**src/rtl/tick_divider_pkg.sv**
```systemverilog
// Shared definitions for the timebase divider: register addresses,
// control bit layout and command bit positions.
package tick_divider_pkg;

    typedef enum logic [1:0] {
        REG_RATIO = 2'd0,
        REG_CTRL  = 2'd1,
        REG_CMD   = 2'd2,
        REG_SPARE = 2'd3
    } reg_addr_e;

    // Control register, bit 0 run, bit 1 count upward, bit 2 automatic reload
    typedef struct packed {
        logic auto_reload;
        logic count_up;
        logic run;
    } ctrl_t;

    localparam int unsigned CTRL_W        = 3;
    localparam int unsigned CMD_LOAD_BIT  = 0;
    localparam int unsigned CMD_CLEAR_BIT = 1;

endpackage

```
**src/rtl/tick_divider_regs.sv**
```systemverilog
// Register decode for the divider.
// Holds the ratio and the control bits, and turns command writes into
// single-cycle load and clear strobes. Assumes W >= CTRL_W.
module tick_divider_regs
    import tick_divider_pkg::*;
#(
    parameter int unsigned W = 16
) (
    input  logic         clk,
    input  logic         rst_n,
    input  logic         wr_en,
    input  logic [1:0]   wr_addr,
    input  logic [W-1:0] wr_data,
    output logic [W-1:0] ratio_q,
    output ctrl_t        ctrl_q,
    output logic         load_p,
    output logic         clear_p
);

    logic hit_ratio;
    logic hit_ctrl;
    logic hit_cmd;

    // Address decode of the incoming write
    always_comb begin
        hit_ratio = wr_en && (wr_addr == REG_RATIO);
        hit_ctrl  = wr_en && (wr_addr == REG_CTRL);
        hit_cmd   = wr_en && (wr_addr == REG_CMD);
    end

    // Command strobes last exactly the write cycle
    always_comb begin
        load_p  = hit_cmd && wr_data[CMD_LOAD_BIT];
        clear_p = hit_cmd && wr_data[CMD_CLEAR_BIT];
    end

    // Ratio storage, read by the counter only at load or reload
    always_ff @(posedge clk) begin
        if (!rst_n) begin
            ratio_q <= '0;
        end else if (hit_ratio) begin
            ratio_q <= wr_data;
        end
    end

    // Control storage
    always_ff @(posedge clk) begin
        if (!rst_n) begin
            ctrl_q <= '0;
        end else if (hit_ctrl) begin
            ctrl_q <= ctrl_t'(wr_data[CTRL_W-1:0]);
        end
    end

    // the spare address touches no stored state
    a_r2_spare_ignored: assert property (@(posedge clk) disable iff (!rst_n)
        (wr_en && wr_addr == REG_SPARE) |=> ($stable(ratio_q) && $stable(ctrl_q)));

endmodule

```
**src/rtl/tick_divider_count.sv**
```systemverilog
// Working counter of the divider.
// Counts down to zero or up to the wrap, flags the end of each period
// and then reloads the ratio or parks at zero. A load command always
// wins over a period end in the same cycle. Assumes W >= 2.
module tick_divider_count
    import tick_divider_pkg::*;
#(
    parameter int unsigned W = 16
) (
    input  logic         clk,
    input  logic         rst_n,
    input  logic [W-1:0] ratio_i,
    input  ctrl_t        ctrl_i,
    input  logic         load_i,
    output logic [W-1:0] cnt_q,
    output logic         expire_o
);

    localparam logic [W-1:0] LAST_UP = '1;
    localparam logic [W-1:0] LAST_DN = W'(1);

    logic         idle_q;
    logic         step;
    logic         at_last;
    logic [W-1:0] cnt_next;

    // Counter advances only when running and armed by a load
    always_comb begin
        step = ctrl_i.run && !idle_q;
    end

    // Period end: the step that lands on zero, in either direction
    always_comb begin
        at_last  = ctrl_i.count_up ? (cnt_q == LAST_UP) : (cnt_q == LAST_DN);
        expire_o = step && at_last && !load_i;
    end

    // Next value of a plain step
    always_comb begin
        cnt_next = ctrl_i.count_up ? cnt_q + W'(1) : cnt_q - W'(1);
    end

    // Counter and idle state update
    always_ff @(posedge clk) begin
        if (!rst_n) begin
            cnt_q  <= '0;
            idle_q <= 1'b1;
        end else if (load_i) begin
            cnt_q  <= ratio_i;
            idle_q <= 1'b0;
        end else if (expire_o) begin
            if (ctrl_i.auto_reload) begin
                cnt_q <= ratio_i;
            end else begin
                cnt_q  <= '0;
                idle_q <= 1'b1;
            end
        end else if (step) begin
            cnt_q <= cnt_next;
        end
    end

    // a load shows the ratio and arms the counter
    a_r3_load_takes_ratio: assert property (@(posedge clk) disable iff (!rst_n)
        load_i |=> (cnt_q == $past(ratio_i)) && !idle_q);

    // automatic reload restores the ratio at the period end
    a_r7_reload_on_expire: assert property (@(posedge clk) disable iff (!rst_n)
        (expire_o && ctrl_i.auto_reload) |=> (cnt_q == $past(ratio_i)));

    // one-shot period end parks the counter at zero
    a_r8_oneshot_parks: assert property (@(posedge clk) disable iff (!rst_n)
        (expire_o && !ctrl_i.auto_reload) |=> (cnt_q == '0) && idle_q);

    // an idle counter stays put until a load
    a_r8_idle_holds: assert property (@(posedge clk) disable iff (!rst_n)
        (idle_q && !load_i) |=> ($stable(cnt_q) && idle_q));

    // a stopped counter holds its value
    a_r9_stop_holds: assert property (@(posedge clk) disable iff (!rst_n)
        (!ctrl_i.run && !load_i) |=> $stable(cnt_q));

endmodule

```
**src/rtl/tick_divider_flag.sv**
```systemverilog
// Sticky interrupt flag of the divider.
// Set by a period end, cleared by a clear command; a period end in the
// same cycle as a clear keeps the flag set.
module tick_divider_flag (
    input  logic clk,
    input  logic rst_n,
    input  logic expire_i,
    input  logic clear_i,
    output logic flag_q
);

    // Flag register with set priority
    always_ff @(posedge clk) begin
        if (!rst_n) begin
            flag_q <= 1'b0;
        end else if (expire_i) begin
            flag_q <= 1'b1;
        end else if (clear_i) begin
            flag_q <= 1'b0;
        end
    end

    // flag holds until cleared
    a_r10_flag_sticky: assert property (@(posedge clk) disable iff (!rst_n)
        (flag_q && !clear_i) |=> flag_q);

    // every period end leaves the flag set
    a_r10_expire_sets: assert property (@(posedge clk) disable iff (!rst_n)
        expire_i |=> flag_q);

    // a clear with no period end drops the flag
    a_r10_clear_drops: assert property (@(posedge clk) disable iff (!rst_n)
        (clear_i && !expire_i) |=> !flag_q);

endmodule

```
**src/rtl/tick_divider.sv**
```systemverilog
// Programmable timebase divider, top level.
// Wires the register decode, the working counter and the sticky flag.
// Assumes one register write per cycle and a synchronous reset.
module tick_divider
    import tick_divider_pkg::*;
#(
    parameter int unsigned W = 16
) (
    input  logic         clk,
    input  logic         rst_n,
    input  logic         wr_en,
    input  logic [1:0]   wr_addr,
    input  logic [W-1:0] wr_data,
    output logic [W-1:0] count_o,
    output logic         irq
);

    logic [W-1:0] ratio_q;
    ctrl_t        ctrl_q;
    logic         load_p;
    logic         clear_p;
    logic         expire;

    tick_divider_regs #(.W(W)) u_regs (
        .clk     (clk),
        .rst_n   (rst_n),
        .wr_en   (wr_en),
        .wr_addr (wr_addr),
        .wr_data (wr_data),
        .ratio_q (ratio_q),
        .ctrl_q  (ctrl_q),
        .load_p  (load_p),
        .clear_p (clear_p)
    );

    tick_divider_count #(.W(W)) u_count (
        .clk      (clk),
        .rst_n    (rst_n),
        .ratio_i  (ratio_q),
        .ctrl_i   (ctrl_q),
        .load_i   (load_p),
        .cnt_q    (count_o),
        .expire_o (expire)
    );

    tick_divider_flag u_flag (
        .clk      (clk),
        .rst_n    (rst_n),
        .expire_i (expire),
        .clear_i  (clear_p),
        .flag_q   (irq)
    );

    // reset leaves the counter and flag at zero
    a_r1_reset_state: assert property (@(posedge clk)
        !rst_n |=> (count_o == '0) && !irq);

endmodule

```
**config.mk**
```make
export PLATFORM = sky130hd
export DESIGN_NAME = tick_divider
export DESIGN_NICKNAME = d
export VERILOG_FILES = /design/src/rtl/tick_divider_pkg.sv /design/src/rtl/tick_divider_regs.sv /design/src/rtl/tick_divider_count.sv /design/src/rtl/tick_divider_flag.sv /design/src/rtl/tick_divider.sv
export SDC_FILE = /design/constraint.sdc
export NUM_CORES = 1
export LEC_CHECK = 0
export ABC_AREA = 1
export BUFFER_PORTS_ARGS = -buffer_cell sky130_fd_sc_hd__buf_2
export CAP_MARGIN = 20
export CORE_UTILIZATION = 56
export CTS_CLUSTER_DIAMETER = 60
export DETAILED_ROUTE_END_ITERATION = 8
export PLACE_DENSITY = 0.77
export SLEW_MARGIN = 20
export SYNTH_ARGS = -nofsm -noshare
export SYNTH_HDL_FRONTEND = slang
export SYNTH_SLANG_ARGS = --single-unit
export TNS_END_PERCENT = 20
```
**constraint.sdc**
```tcl
create_clock -name clk -period 1.7 [get_ports clk]
set_input_delay 0.085 -clock clk [delete_from_list [all_inputs] [get_ports clk]]
set_output_delay 0.085 -clock clk [all_outputs]
set_load 0.01 [all_outputs]
```
After elaboration in Yosys (flattened, before gate mapping)
Cells that the tools add are included.
- bits of input ports: 21
- memory bits (writable): 0
- bits in latches: 0
- memories: 0
- register bits after elaboration: 37
- word-level logic and storage cells: 40
- memory bits (read-only): 0
- output and inout port bits: 17
- mux-type cells: 11
- magnitude comparators: 0
- bitwise gates (word level): 0
- divide/modulo/power cells: 0
- eq/ne operators: 5
- multiply operators: 0
- reductions and logical operators: 15
- add/subtract/negate cells: 2
- shift operators: 0
- operators by type and width (cell ; count):
    $mux 16 ; 5
    $add 16x1->16 const B ; 1
    $eq 16x1->1 const B ; 1
    $eq 16x16->1 const B ; 1
    $sub 16x1->16 const B ; 1
    $logic_and 1x1->1 ; 8
    $mux 1 ; 6
    $reduce_bool 2->1 ; 2
    $reduce_bool 3->1 ; 1
    $eq 2x1->1 const B ; 1
    $eq 2x2->1 const B ; 1
    $logic_not 1->1 ; 2
    $logic_not 2->1 ; 1
    $ne 2x1->1 const B ; 1
    $reduce_and 2->1 ; 1

Depth between registers and ports, before layout
Gate-level depths: netlist of the first run.
- depth after elaboration: 7
- depth in mapped cells: 13
- gate-level depth less buffers: 13

Hierarchy
From an unflattened synthesis of the first run, not the netlist that was laid out.
- cell total of the unflattened synthesis: 464
- area total of the unflattened synthesis: 2787.7 um^2
- modules (own cells, without submodules) (module ; sequential area each (um^2) ; cells an instance ; area an instance (um^2) ; instances):
    tick_divider_count ; 340.3 ; 328 ; 1843.0 ; 1
    tick_divider_regs ; 380.4 ; 130 ; 900.9 ; 1
    tick_divider_flag ; 20.0 ; 6 ; 43.8 ; 1

Worst setup path before layout of the first run
OpenSTA, ideal clock, no wires.
- path type: reg-to-reg
- from: register u_count.cnt_q[0]
- to: register u_count.cnt_q[10]
- required time: 1.591 ns
- path slack: 0.035 ns
- arrival: 1.556 ns
- stages on the path, launching flop included: 12
- buffers on the path: 1
- library setup time: 0.109 ns
- clock period less this slack: 1.665 ns
- cells stage by stage: dfxtp_1 ha_1 nand2_1 nor2_4 nand3_2 nand2_2 nand3_4 buf_2 nand3_1 nand3_1 nand2_1 inv_1
- cells in the longest elaborated chain, start to end: 6
- elaborated cells on any way between the ends: 12
- classes of those cells: add/sub: 2; eq/ne: 2; mux: 5; reduce/logical: 3
- ends and longest elaborated chain (what ; RTL line ; text):
    from (decl) ; tick_divider_count.sv:15 ; output logic [W-1:0] cnt_q,
    from (signal assigned) ; tick_divider_count.sv:49 ; cnt_q <= ratio_i;
    from (signal assigned) ; tick_divider_count.sv:53 ; cnt_q <= ratio_i;
    from (signal assigned) ; tick_divider_count.sv:59 ; cnt_q <= cnt_next;
    parallel branches: the longest is 6 deep, another holds $sub 16x1->16 ; -- ;
Several ways; the timed one is not identified. The select of a mux whose other input is x is not followed.
A chain may end at the register's enable or synchronous reset.

Worst setup path in the final report of the first run
- from: register u_count.cnt_q[0]
- to: register u_count.cnt_q[3]
Same word-level chain as after synthesis.

==> parameters.txt, run 1 <==
Parameter                              Value

Layout
  Most frequent cells in the layout ... sky130_fd_sc_hd__nand2_1, sky130_fd_sc_hd__nor2_1, sky130_fd_sc_hd__inv_1, sky130_fd_sc_hd__o21ai_0, sky130_fd_sc_hd__buf_2
  Final standard cell count with taps included and fillers excluded ... 484
  Antenna Cells ... 0
  Fin nets ... 457
  Share of post-route cells with drive strength above 1 ... 0.290
  Commonest non-fill, non-tap cell in the layout ... sky130_fd_sc_hd__nand2_1
  Synth-to-layout area growth ... 20.7%
  Total of fill cells in the finished design ... 341

Drt
  Total Wirelength ... 6.37 mm
  Final routed wire length divided by cell count ... 13.2 µm
  Number of remaining DRC errors ... 0
  Detailed router's first-iteration violation count ... 211
  ANT nets after route ... 0
  Per-cell via count in the routed design ... 5.43
  First-pass DRT Iterations ... 5
  DR vias ... 2630

Logic synthesis
  Total number of yosys warnings ... 0
  Post-synthesis sequential area ratio ... 0.302
  Flip-flop and latch count after synthesis ... 37
  Syn Nets ... 407
  Post-synth cell types ... 25
  Number of cells produced by synthesis ... 383
  Cell Area, Synth ... 0.00246 mm²
  Syn Area/Cell ... 6.41 µm²

Placed design
  Placed cell count ... 472
  Detailed Place HPWL ... 4.49 mm
  Number of input and output port buffers inserted ... 37
  Place WS ... 46.5 ps
  Placer's final routability congestion estimate ... 0.909

Floorplan
  Initial Utilization ... 0.597
  Area of the die ... 0.00465 mm²
  Core Region ... 0.00412 mm²
  # rows ... 23
  Chip Width ... 68.2 µm
  Top Ports ... 38
  Height of the die ... 68.2 µm

Global routing
  First-pass GRT wire length ... 10.1 mm
  Vias in the first global route ... 2255
  Initial antenna violation count ... 0
  Grt ovf ... 0
  Largest net degree at the start of global routing ... 37
  Total routing usage reported by global routing ... 0.291

Clocking
  Cts bufs inserted ... 5
  Clock sinks ... 37
  CTS Buffer Depth ... 2
  Clock network latency to the later pin of the worst-skew pair ... 300 ps
  Clock tree from TritonCTS ... built
  Number of H-tree levels ... 2
  Clock input transition at the sequential cells of the worst setup and hold paths ... 90 ps
  Root Buffer ... sky130_fd_sc_hd__clkbuf_8

Pwr
  Highest ir drop seen on vdd ... 0.629 mV
  Power per cell area ... 762 mW/mm²
  Static power due to leakage ... 1.50 nW
  Total power consumption of the routed design ... 0.00226 W

Setup path
  Crit-path max FO ... 7
  Type of element capturing the critical path ... flop
  Kind of start point of the critical path ... flop
  Critical path required time ... 1890 ps
  Type of the setup path with the least slack ... flop to flop
  Critical Path AT ... 1840 ps

Timing
  Fin. max-slew vios ... 0
  Timing-limited maximum frequency ... 0.605 GHz
  RSZ-0062 raised after global routing ... true
  Final worst path period need ... 1650 ps
  Post-route clock period utilization ... 0.972
  Slew at the pin closest to its max-slew limit ... 532 ps
  Final hold slack ... 8.57 ps
  Fin worst setup slack ... 47.1 ps
  Number of hold violations in the final report ... 0
  Number of endpoints failing setup at the final stage ... 0
  Worst setup skew after layout ... 11.3 ps
  Normalized max-slew margin ... 0.646

Run status
  Outcome ... finished clean

Worst hold path
  Class of the most critical hold timing path ... primary input to flop

Flow run
  Max Cap Viol ... 0
## per-stage QoR
| step | cell area, µm² | TNS, ps | utilization |
|---|---|---|---|
| 6_report | 2960 | 0 | 0.720 |
| 5_1_grt | 2960 | -510 | 0.720 |
| 4_1_cts | 2850 | 0 | 0.694 |
| 3_5_place_dp | 2740 | 0 | 0.666 |
| 3_3_place_gp | 2740 | 0 | 0.666 |
| 2_1_floorplan | 2460 | 0 | - |
## synth_stat cells, drive strengths merged
cell type	number	area (µm²)
clkbuf	7	26.3
nand4	12	75.1
dfxtp	37	741
a21oi	17	119
ha	3	37.5
buf	13	104
o21ai	39	195
nand2	84	330
xor2	4	35.0
inv	43	161
nor2	69	282
nand3	51	323
xnor2	2	17.5
nor3	2	10.0
## repair_timing
item | 4_1_cts | 5_1_grt
hold buffers | 0 | 0
endpoints found under the setup margin | 0 | 16
buffers inserted | 0 | 4
hold endpoints to repair | 0 | 0
resized for setup | 0 | 28
## path summary, 6_finish.rpt
kind / start / end / slack, ps / cells past startpoint
setup / recovery: u_count.cnt_q[0] / u_count.cnt_q[3] / 50 / 11
hold / removal: wr_data[4] / u_regs.ratio_q[4] / 9 / 3
setup reg to reg: u_count.cnt_q[0] / u_count.cnt_q[3] / 50 / 11
hold reg to reg: u_regs.ratio_q[1] / u_count.cnt_q[1] / 460 / 2
## routing by layer
| metal | track usage | wire [µm] |
|---|---|---|
| met3 | 0.0600 | 395 |
| met2 | 0.471 | 2920 |
| met1 | 0.392 | 2950 |
| met4 | 0.0729 | 93 |
| met5 | 0 | 0 |
## worst max-delay path, stage by stage, from the launching register on
cell                      delay [ps]
sky130_fd_sc_hd__dfxtp_4         390
sky130_fd_sc_hd__ha_4            150
sky130_fd_sc_hd__nand2_2          70
sky130_fd_sc_hd__nor2_4          160
sky130_fd_sc_hd__nand3_2         100
sky130_fd_sc_hd__nand2_2         110
sky130_fd_sc_hd__nand3_4         110
sky130_fd_sc_hd__buf_4           190
sky130_fd_sc_hd__nand3_1          70
sky130_fd_sc_hd__nand2_1          50
sky130_fd_sc_hd__inv_1            70
sky130_fd_sc_hd__a21oi_2          50
## cells by family (layout without fill, tap and decap cells)
group / count (synthesis) / count (layout) / synth area share
AOI/OAI and AO/OA: 56 / 56 / 0.128
buffers and inverters: 63 / 114 / 0.119
DFF: 37 / 37 / 0.302
adders and majority gates: 3 / 3 / 0.0153
and+or+nand+nor: 218 / 218 / 0.415
xor gates and xnor gates: 6 / 6 / 0.0214
## report_power, final
group | total (W) | internal (W) | switching, W
clock network | 0.000787 | 0.000439 | 0.000348
logic | 0.000519 | 0.000209 | 0.000310
registers | 0.000952 | 0.000906 | 0.0000457
total | 0.00226 | 0.00155 | 0.000703
## state kept, by name, summed over array words and instances (netlist names)
register and count:
u_flag.flag_q 1, u_regs.ctrl_q 3, u_regs.ratio_q 16, u_count.idle_q 1
u_count.cnt_q 16
## area by class of cell
type                       count  area (µm²)  area share
tap                           50        62.6      0.0211
clock buffer                   5        68.8      0.0232
inverter                      43         161      0.0545
multi-input combinational    283        1490       0.501
clock inverter                 3        46.3      0.0156
timing repair buffer          63         384       0.130
sequential                    37         754       0.255
(Power assumes the default switching activity.)
==> run 2: changes to the inputs <==
--- a/config.mk
+++ b/config.mk
@@ -8,10 +8,10 @@
 export ABC_AREA = 1
 export BUFFER_PORTS_ARGS = -buffer_cell sky130_fd_sc_hd__buf_2
 export CAP_MARGIN = 20
-export CORE_UTILIZATION = 56
+export CORE_UTILIZATION = 55
 export CTS_CLUSTER_DIAMETER = 60
 export DETAILED_ROUTE_END_ITERATION = 8
-export PLACE_DENSITY = 0.77
+export PLACE_DENSITY = 0.76
 export SLEW_MARGIN = 20
 export SYNTH_ARGS = -nofsm -noshare
 export SYNTH_HDL_FRONTEND = slang
==> parameters.txt, run 2 (same netlist as run 1, synthesis figures left out) <==
Parameter                              Value

Floorplan
  Height of the die ... 68.8 µm
  Initial Utilization ... 0.593
  Area of the die ... 0.00474 mm²
  # rows ... 23
  Top Ports ... 38
  Chip Width ... 68.8 µm
  Core Region ... 0.00414 mm²

Clocking
  Clock network latency to the later pin of the worst-skew pair ... 290 ps
  Clock tree from TritonCTS ... built
  Clock input transition at the sequential cells of the worst setup and hold paths ... 80 ps
  Cts bufs inserted ... 5
  Number of H-tree levels ... 2
  Clock sinks ... 37
  CTS Buffer Depth ... 2
  Root Buffer ... sky130_fd_sc_hd__clkbuf_8

Timing
  Fin. max-slew vios ... 0
  Normalized max-slew margin ... 0.654
  RSZ-0062 raised after global routing ... true
  Post-route clock period utilization ... 0.951
  Final worst path period need ... 1620 ps
  Timing-limited maximum frequency ... 0.619 GHz
  Slew at the pin closest to its max-slew limit ... 519 ps
  Final hold slack ... 15.2 ps
  Number of hold violations in the final report ... 0
  Number of endpoints failing setup at the final stage ... 0
  Total negative slack for setup checks ... 0 ps
  Worst setup skew after layout ... 5.60 ps

Run status
  Outcome ... finished clean

Global routing
  Largest net degree at the start of global routing ... 37
  Met1 Track Usage GR ... 0.389
  Met3 track utilization from global routing ... 0.0428
  GRT Max-Usage Layer ... met2
  Total routing usage reported by global routing ... 0.281
  Grt ovf ... 0
  Vias in the first global route ... 2209
  Initial antenna violation count ... 0
  First-pass GRT wire length ... 9.85 mm
  Met2 usage ... 0.447

Setup path
  Launching point of the worst reg2reg path ... u_count.cnt_q[0]
  Crit-path max FO ... 8
  Cell count of the worst reg-to-reg path ... 12
  Kind of start point of the critical path ... flop
  Critical path required time ... 1890 ps
  Endpoint of the lowest-slack register-to-register path ... u_count.cnt_q[8]
  Flop-to-flop setup slack ... 80 ps
  Type of the setup path with the least slack ... flop to flop
  Critical Path AT ... 1800 ps
  Type of element capturing the critical path ... flop

Layout
  Total of fill cells in the finished design ... 349
  Flip-flop and latch area ... 758 µm²
  Commonest non-fill, non-tap cell in the layout ... sky130_fd_sc_hd__nand2_1
  Biggest registers after layout ... u_count.cnt_q: 16 flops, u_regs.ratio_q: 16 flops, u_regs.ctrl_q: 3 flops
  Most frequent cells in the layout ... sky130_fd_sc_hd__nand2_1, sky130_fd_sc_hd__nor2_1, sky130_fd_sc_hd__inv_1
  Share of post-route cells with drive strength above 1 ... 0.283
  Synth-to-layout area growth ... 20.9%
  Antenna Cells ... 0
  Fin nets ... 458
  Area of combinational cells with multiple inputs ... 0.00147 mm²

Pwr
  Static power due to leakage ... 1.52 nW
  Power per cell area ... 759 mW/mm²
  Highest ir drop seen on vdd ... 0.683 mV

Drt
  Per-cell via count in the routed design ... 5.34
  Final routed wire length divided by cell count ... 12.8 µm
  First-pass DRT Iterations ... 5
  Number of remaining DRC errors ... 0
  ANT nets after route ... 0
  Total Wirelength ... 6.20 mm
  DR vias ... 2590
  Detailed router's first-iteration violation count ... 137

Worst hold path
  Worst hold path startpoint ... wr_data[10]
  Worst Hold Endpoint ... u_regs.ratio_q[10]
  Worst hold path depth ... 3
  Class of the most critical hold timing path ... primary input to flop

Placed design
  Number of input and output port buffers inserted ... 37
  Detailed Place HPWL ... 4.54 mm
  Placer's final routability congestion estimate ... 0.882

Flow run
  Max Cap Viol ... 0
==> run 2: changes by cell type in the layout (fill, tap and decap cells not counted), moves of 2 or more <==
cell                      change
sky130_fd_sc_hd__dfxtp_1      -3
sky130_fd_sc_hd__dfxtp_2      +3
sky130_fd_sc_hd__inv_1        +2
sky130_fd_sc_hd__inv_2        -2
sky130_fd_sc_hd__nand3_1      +2
sky130_fd_sc_hd__nand3_2      -2
sky130_fd_sc_hd__nor2_1       +2
sky130_fd_sc_hd__nor2_2       -2
==> run 2: final cells by class <==
cell class / instances / share of cell area
Sequential cell: 37 / 0.255
Timing Repair Buffer: 64 / 0.133
Clock buffer: 6 / 0.0278
Multi-Input combinational cell: 283 / 0.496
Tap cell: 50 / 0.0211
Inverter: 43 / 0.0543
Clock inverter: 2 / 0.0126
==> run 2: how the worst max path moves through the flow <==
stage	startpoint	slack, ps	endpoint
3_5_place_dp	u_count.cnt_q[0]	30	u_count.cnt_q[8]
4_1_cts	u_count.cnt_q[1]	20	u_count.cnt_q[14]
6_report	u_count.cnt_q[0]	80	u_count.cnt_q[8]
2_1_floorplan	u_count.cnt_q[0]	30	u_count.cnt_q[10]
5_1_grt	u_count.cnt_q[0]	-40	u_count.cnt_q[8]
3_3_place_gp	u_count.cnt_q[0]	100	u_count.cnt_q[10]
==> run 2: power by group <==
part / internal [W] / switching [W]
combinational: 0.000201 / 0.000301
sequential: 0.000907 / 0.0000455
clock: 0.000477 / 0.000322
==> run 2: stage by stage <==
step	utilization	worst slack, ps	std cells	power (W)	cell area (µm²)
floorplan	-	34.9	383	0.00131	2460
global placement	0.665	96.5	474	0.00145	2750
detailed placement	0.665	33.7	474	0.00146	2750
CTS	0.696	18.9	482	0.00226	2880
global route	0.717	-36.4	485	0.00238	2970
finish	0.717	83.6	485	0.00225	2970
==> run 2: routing by layer <==
layer / up-vias / wire (µm)
met1: 1162 / 2870
met3: 9 / 354
met4: 0 / 102
met2: 84 / 2880
met5: - / 0
li1: 1335 / -
==> run 2: what timing repair did <==
action / in CTS / in global routing
setup endpoints to repair: 1 / 16
hold buffers: 0 / 0
resized for setup: 2 / 24
setup buffers: 0 / 3
pin swaps: 0 / 10
==> run 2: critical path, stage by stage (launching register included) <==
cell and delay [ps]:
sky130_fd_sc_hd__dfxtp_4 380, sky130_fd_sc_hd__buf_6 110, sky130_fd_sc_hd__ha_1 140, sky130_fd_sc_hd__nand2_1 50
sky130_fd_sc_hd__nor2_1 90, sky130_fd_sc_hd__nand2_1 70, sky130_fd_sc_hd__nand2_2 100, sky130_fd_sc_hd__nand3_4 110
sky130_fd_sc_hd__buf_6 170, sky130_fd_sc_hd__nand4_1 100, sky130_fd_sc_hd__nand3_1 90, sky130_fd_sc_hd__nand2_1 70
sky130_fd_sc_hd__inv_1 30
==> run 3: changes to the inputs <==
--- a/config.mk
+++ b/config.mk
@@ -6,12 +6,13 @@
 export NUM_CORES = 1
 export LEC_CHECK = 0
 export ABC_AREA = 1
-export BUFFER_PORTS_ARGS = -buffer_cell sky130_fd_sc_hd__buf_2
 export CAP_MARGIN = 20
+export CORE_ASPECT_RATIO = 0.75
 export CORE_UTILIZATION = 55
 export CTS_CLUSTER_DIAMETER = 60
 export DETAILED_ROUTE_END_ITERATION = 8
-export PLACE_DENSITY = 0.76
+export DONT_BUFFER_PORTS = 1
+export PLACE_DENSITY = 0.77
 export SLEW_MARGIN = 20
 export SYNTH_ARGS = -nofsm -noshare
 export SYNTH_HDL_FRONTEND = slang
==> parameters.txt, run 3 (same netlist as run 1, synthesis figures left out) <==
Parameter                              Value

Run status
  Outcome ... finished clean

Pwr
  Static power due to leakage ... 1.46 nW
  Power per cell area ... 707 mW/mm²
  Highest ir drop seen on vdd ... 0.585 mV

Global routing
  First-pass GRT wire length ... 10.9 mm
  Vias in the first global route ... 2359
  Total routing usage reported by global routing ... 0.300
  Grt ovf ... 0
  Largest net degree at the start of global routing ... 37
  Initial antenna violation count ... 0

Drt
  Total Wirelength ... 6.82 mm
  DR vias ... 2663
  Detailed router's first-iteration violation count ... 267
  ANT nets after route ... 0
  First-pass DRT Iterations ... 5
  Number of remaining DRC errors ... 0
  Final routed wire length divided by cell count ... 14.3 µm
  Per-cell via count in the routed design ... 5.57

Layout
  Biggest registers after layout ... u_count.cnt_q: 16 flops, u_regs.ratio_q: 16 flops, u_regs.ctrl_q: 3 flops
  Synth-to-layout area growth ... 22.2%
  Antenna Cells ... 0
  Commonest non-fill, non-tap cell in the layout ... sky130_fd_sc_hd__nand2_1
  Share of post-route cells with drive strength above 1 ... 0.229
  Fin nets ... 446
  Most frequent cells in the layout ... sky130_fd_sc_hd__nand2_1, sky130_fd_sc_hd__nor2_1, sky130_fd_sc_hd__inv_1

Clocking
  Clock network latency to the later pin of the worst-skew pair ... 300 ps
  Root Buffer ... sky130_fd_sc_hd__clkbuf_8
  Clock input transition at the sequential cells of the worst setup and hold paths ... 80 ps
  Clock tree from TritonCTS ... built
  Cts bufs inserted ... 5
  Number of H-tree levels ... 2
  Clock sinks ... 37
  CTS Buffer Depth ... 2

Timing
  Slew at the pin closest to its max-slew limit ... 549 ps
  Post-route clock period utilization ... 0.979
  RSZ-0062 raised after global routing ... true
  Number of hold violations in the final report ... 0
  Final worst path period need ... 1660 ps
  Final hold slack ... 15.5 ps
  Fin worst setup slack ... 35.1 ps
  Timing-limited maximum frequency ... 0.601 GHz
  Normalized max-slew margin ... 0.634
  Worst setup skew after layout ... 5.77 ps
  Fin. max-slew vios ... 0
  Number of endpoints failing setup at the final stage ... 0

Flow run
  Max Cap Viol ... 0

Setup path
  Launching point of the worst reg2reg path ... u_count.cnt_q[0]
  Type of element capturing the critical path ... flop
  Critical path required time ... 1890 ps
  Critical Path AT ... 1860 ps
  Type of the setup path with the least slack ... flop to flop
  Kind of start point of the critical path ... flop
  Start point of the critical path ... u_count.cnt_q[0]
  Crit-path max FO ... 8

Worst hold path
  Worst hold path startpoint ... wr_data[1]
  Class of the most critical hold timing path ... primary input to flop

Placed design
  Detailed Place HPWL ... 4.57 mm
  Place WS ... 32.2 ps
  Placer's final routability congestion estimate ... 0.951
  Number of input and output port buffers inserted ... 0

Floorplan
  # rows ... 20
  Initial Utilization ... 0.591
  Chip Width ... 79.2 µm
  Area of the die ... 0.00474 mm²
  Core Region ... 0.00415 mm²
  Height of the die ... 59.9 µm
  Top Ports ... 38
-- run 3: changes by cell type in the layout (fill, tap and decap cells not counted), sizes merged --
cell | before | now
clkbuf | 6 | 5
bufinv | 1 | 0
buf | 64 | 36
clkinv | 0 | 1
dlygate4sd3 | 0 | 16
inv | 43 | 44
-- run 3: worst paths after layout --
check / to / cells past startpoint / slack [ps]
min reg2reg: u_count.idle_q / 1 / 470
min: u_flag.flag_q / 3 / 20
max reg2reg: u_count.cnt_q[13] / 11 / 40
max: u_count.cnt_q[13] / 11 / 40
-- run 3: area by class of cell --
cell class	instances	area, µm²
Multi-Input combinational cell	283	1490
Fill cell	342	1150
Inverter	43	161
Clock inverter	3	21.3
Timing Repair Buffer	52	435
Sequential cell	37	753
Clock buffer	5	68.8
Tap cell	55	68.8
-- run 3: what timing repair did --
| action | CTS | global route |
|---|---|---|
| hold buffers | 17 | 0 |
| endpoints found under the hold margin | 37 | 0 |
| resized for setup | 0 | 29 |
| setup endpoints to repair | 0 | 16 |
| buffers inserted | 0 | 1 |
-- run 3: worst max-delay path: stages (launching register included) --
cell,delay (ps)
sky130_fd_sc_hd__dfxtp_4,390
sky130_fd_sc_hd__ha_4,150
sky130_fd_sc_hd__nand2_4,60
sky130_fd_sc_hd__nor2_4,170
sky130_fd_sc_hd__nand3_2,110
sky130_fd_sc_hd__nand2_2,130
sky130_fd_sc_hd__nand3_4,120
sky130_fd_sc_hd__buf_6,170
sky130_fd_sc_hd__nand3_1,90
sky130_fd_sc_hd__nor2_1,40
sky130_fd_sc_hd__nor2_1,80
sky130_fd_sc_hd__nor2_1,40
-- run 3: layer usage --
layer,vias up,part of all wire,routed length (µm),GRT usage
met1,1176,0.43,2930,0.404
met4,0,0.026,174,0.0805
met5,-,0,0,0
met3,24,0.11,716,0.0748
li1,1309,-,-,-
met2,154,0.44,3000,0.480
-- run 3: power by group --
group          total [W]  switching (W)  leakage, nW  internal, W
Sequential      0.000947      0.0000412        0.305     0.000906
Clock           0.000652       0.000361       0.0445     0.000291
Combinational   0.000521       0.000309         1.11     0.000212
Total            0.00212       0.000711         1.46      0.00141
-- run 3: metrics by stage --
stage | TNS (ps) | util | power, W | cells | instance area (µm²)
2_1_floorplan | 0 | - | 0.00131 | 383 | 2460
3_3_place_gp | 0 | 0.638 | 0.00141 | 452 | 2650
3_5_place_dp | 0 | 0.638 | 0.00141 | 452 | 2650
4_1_cts | 0 | 0.701 | 0.00209 | 477 | 2910
5_1_grt | -293 | 0.722 | 0.00223 | 478 | 3000
6_report | 0 | 0.722 | 0.00212 | 478 | 3000
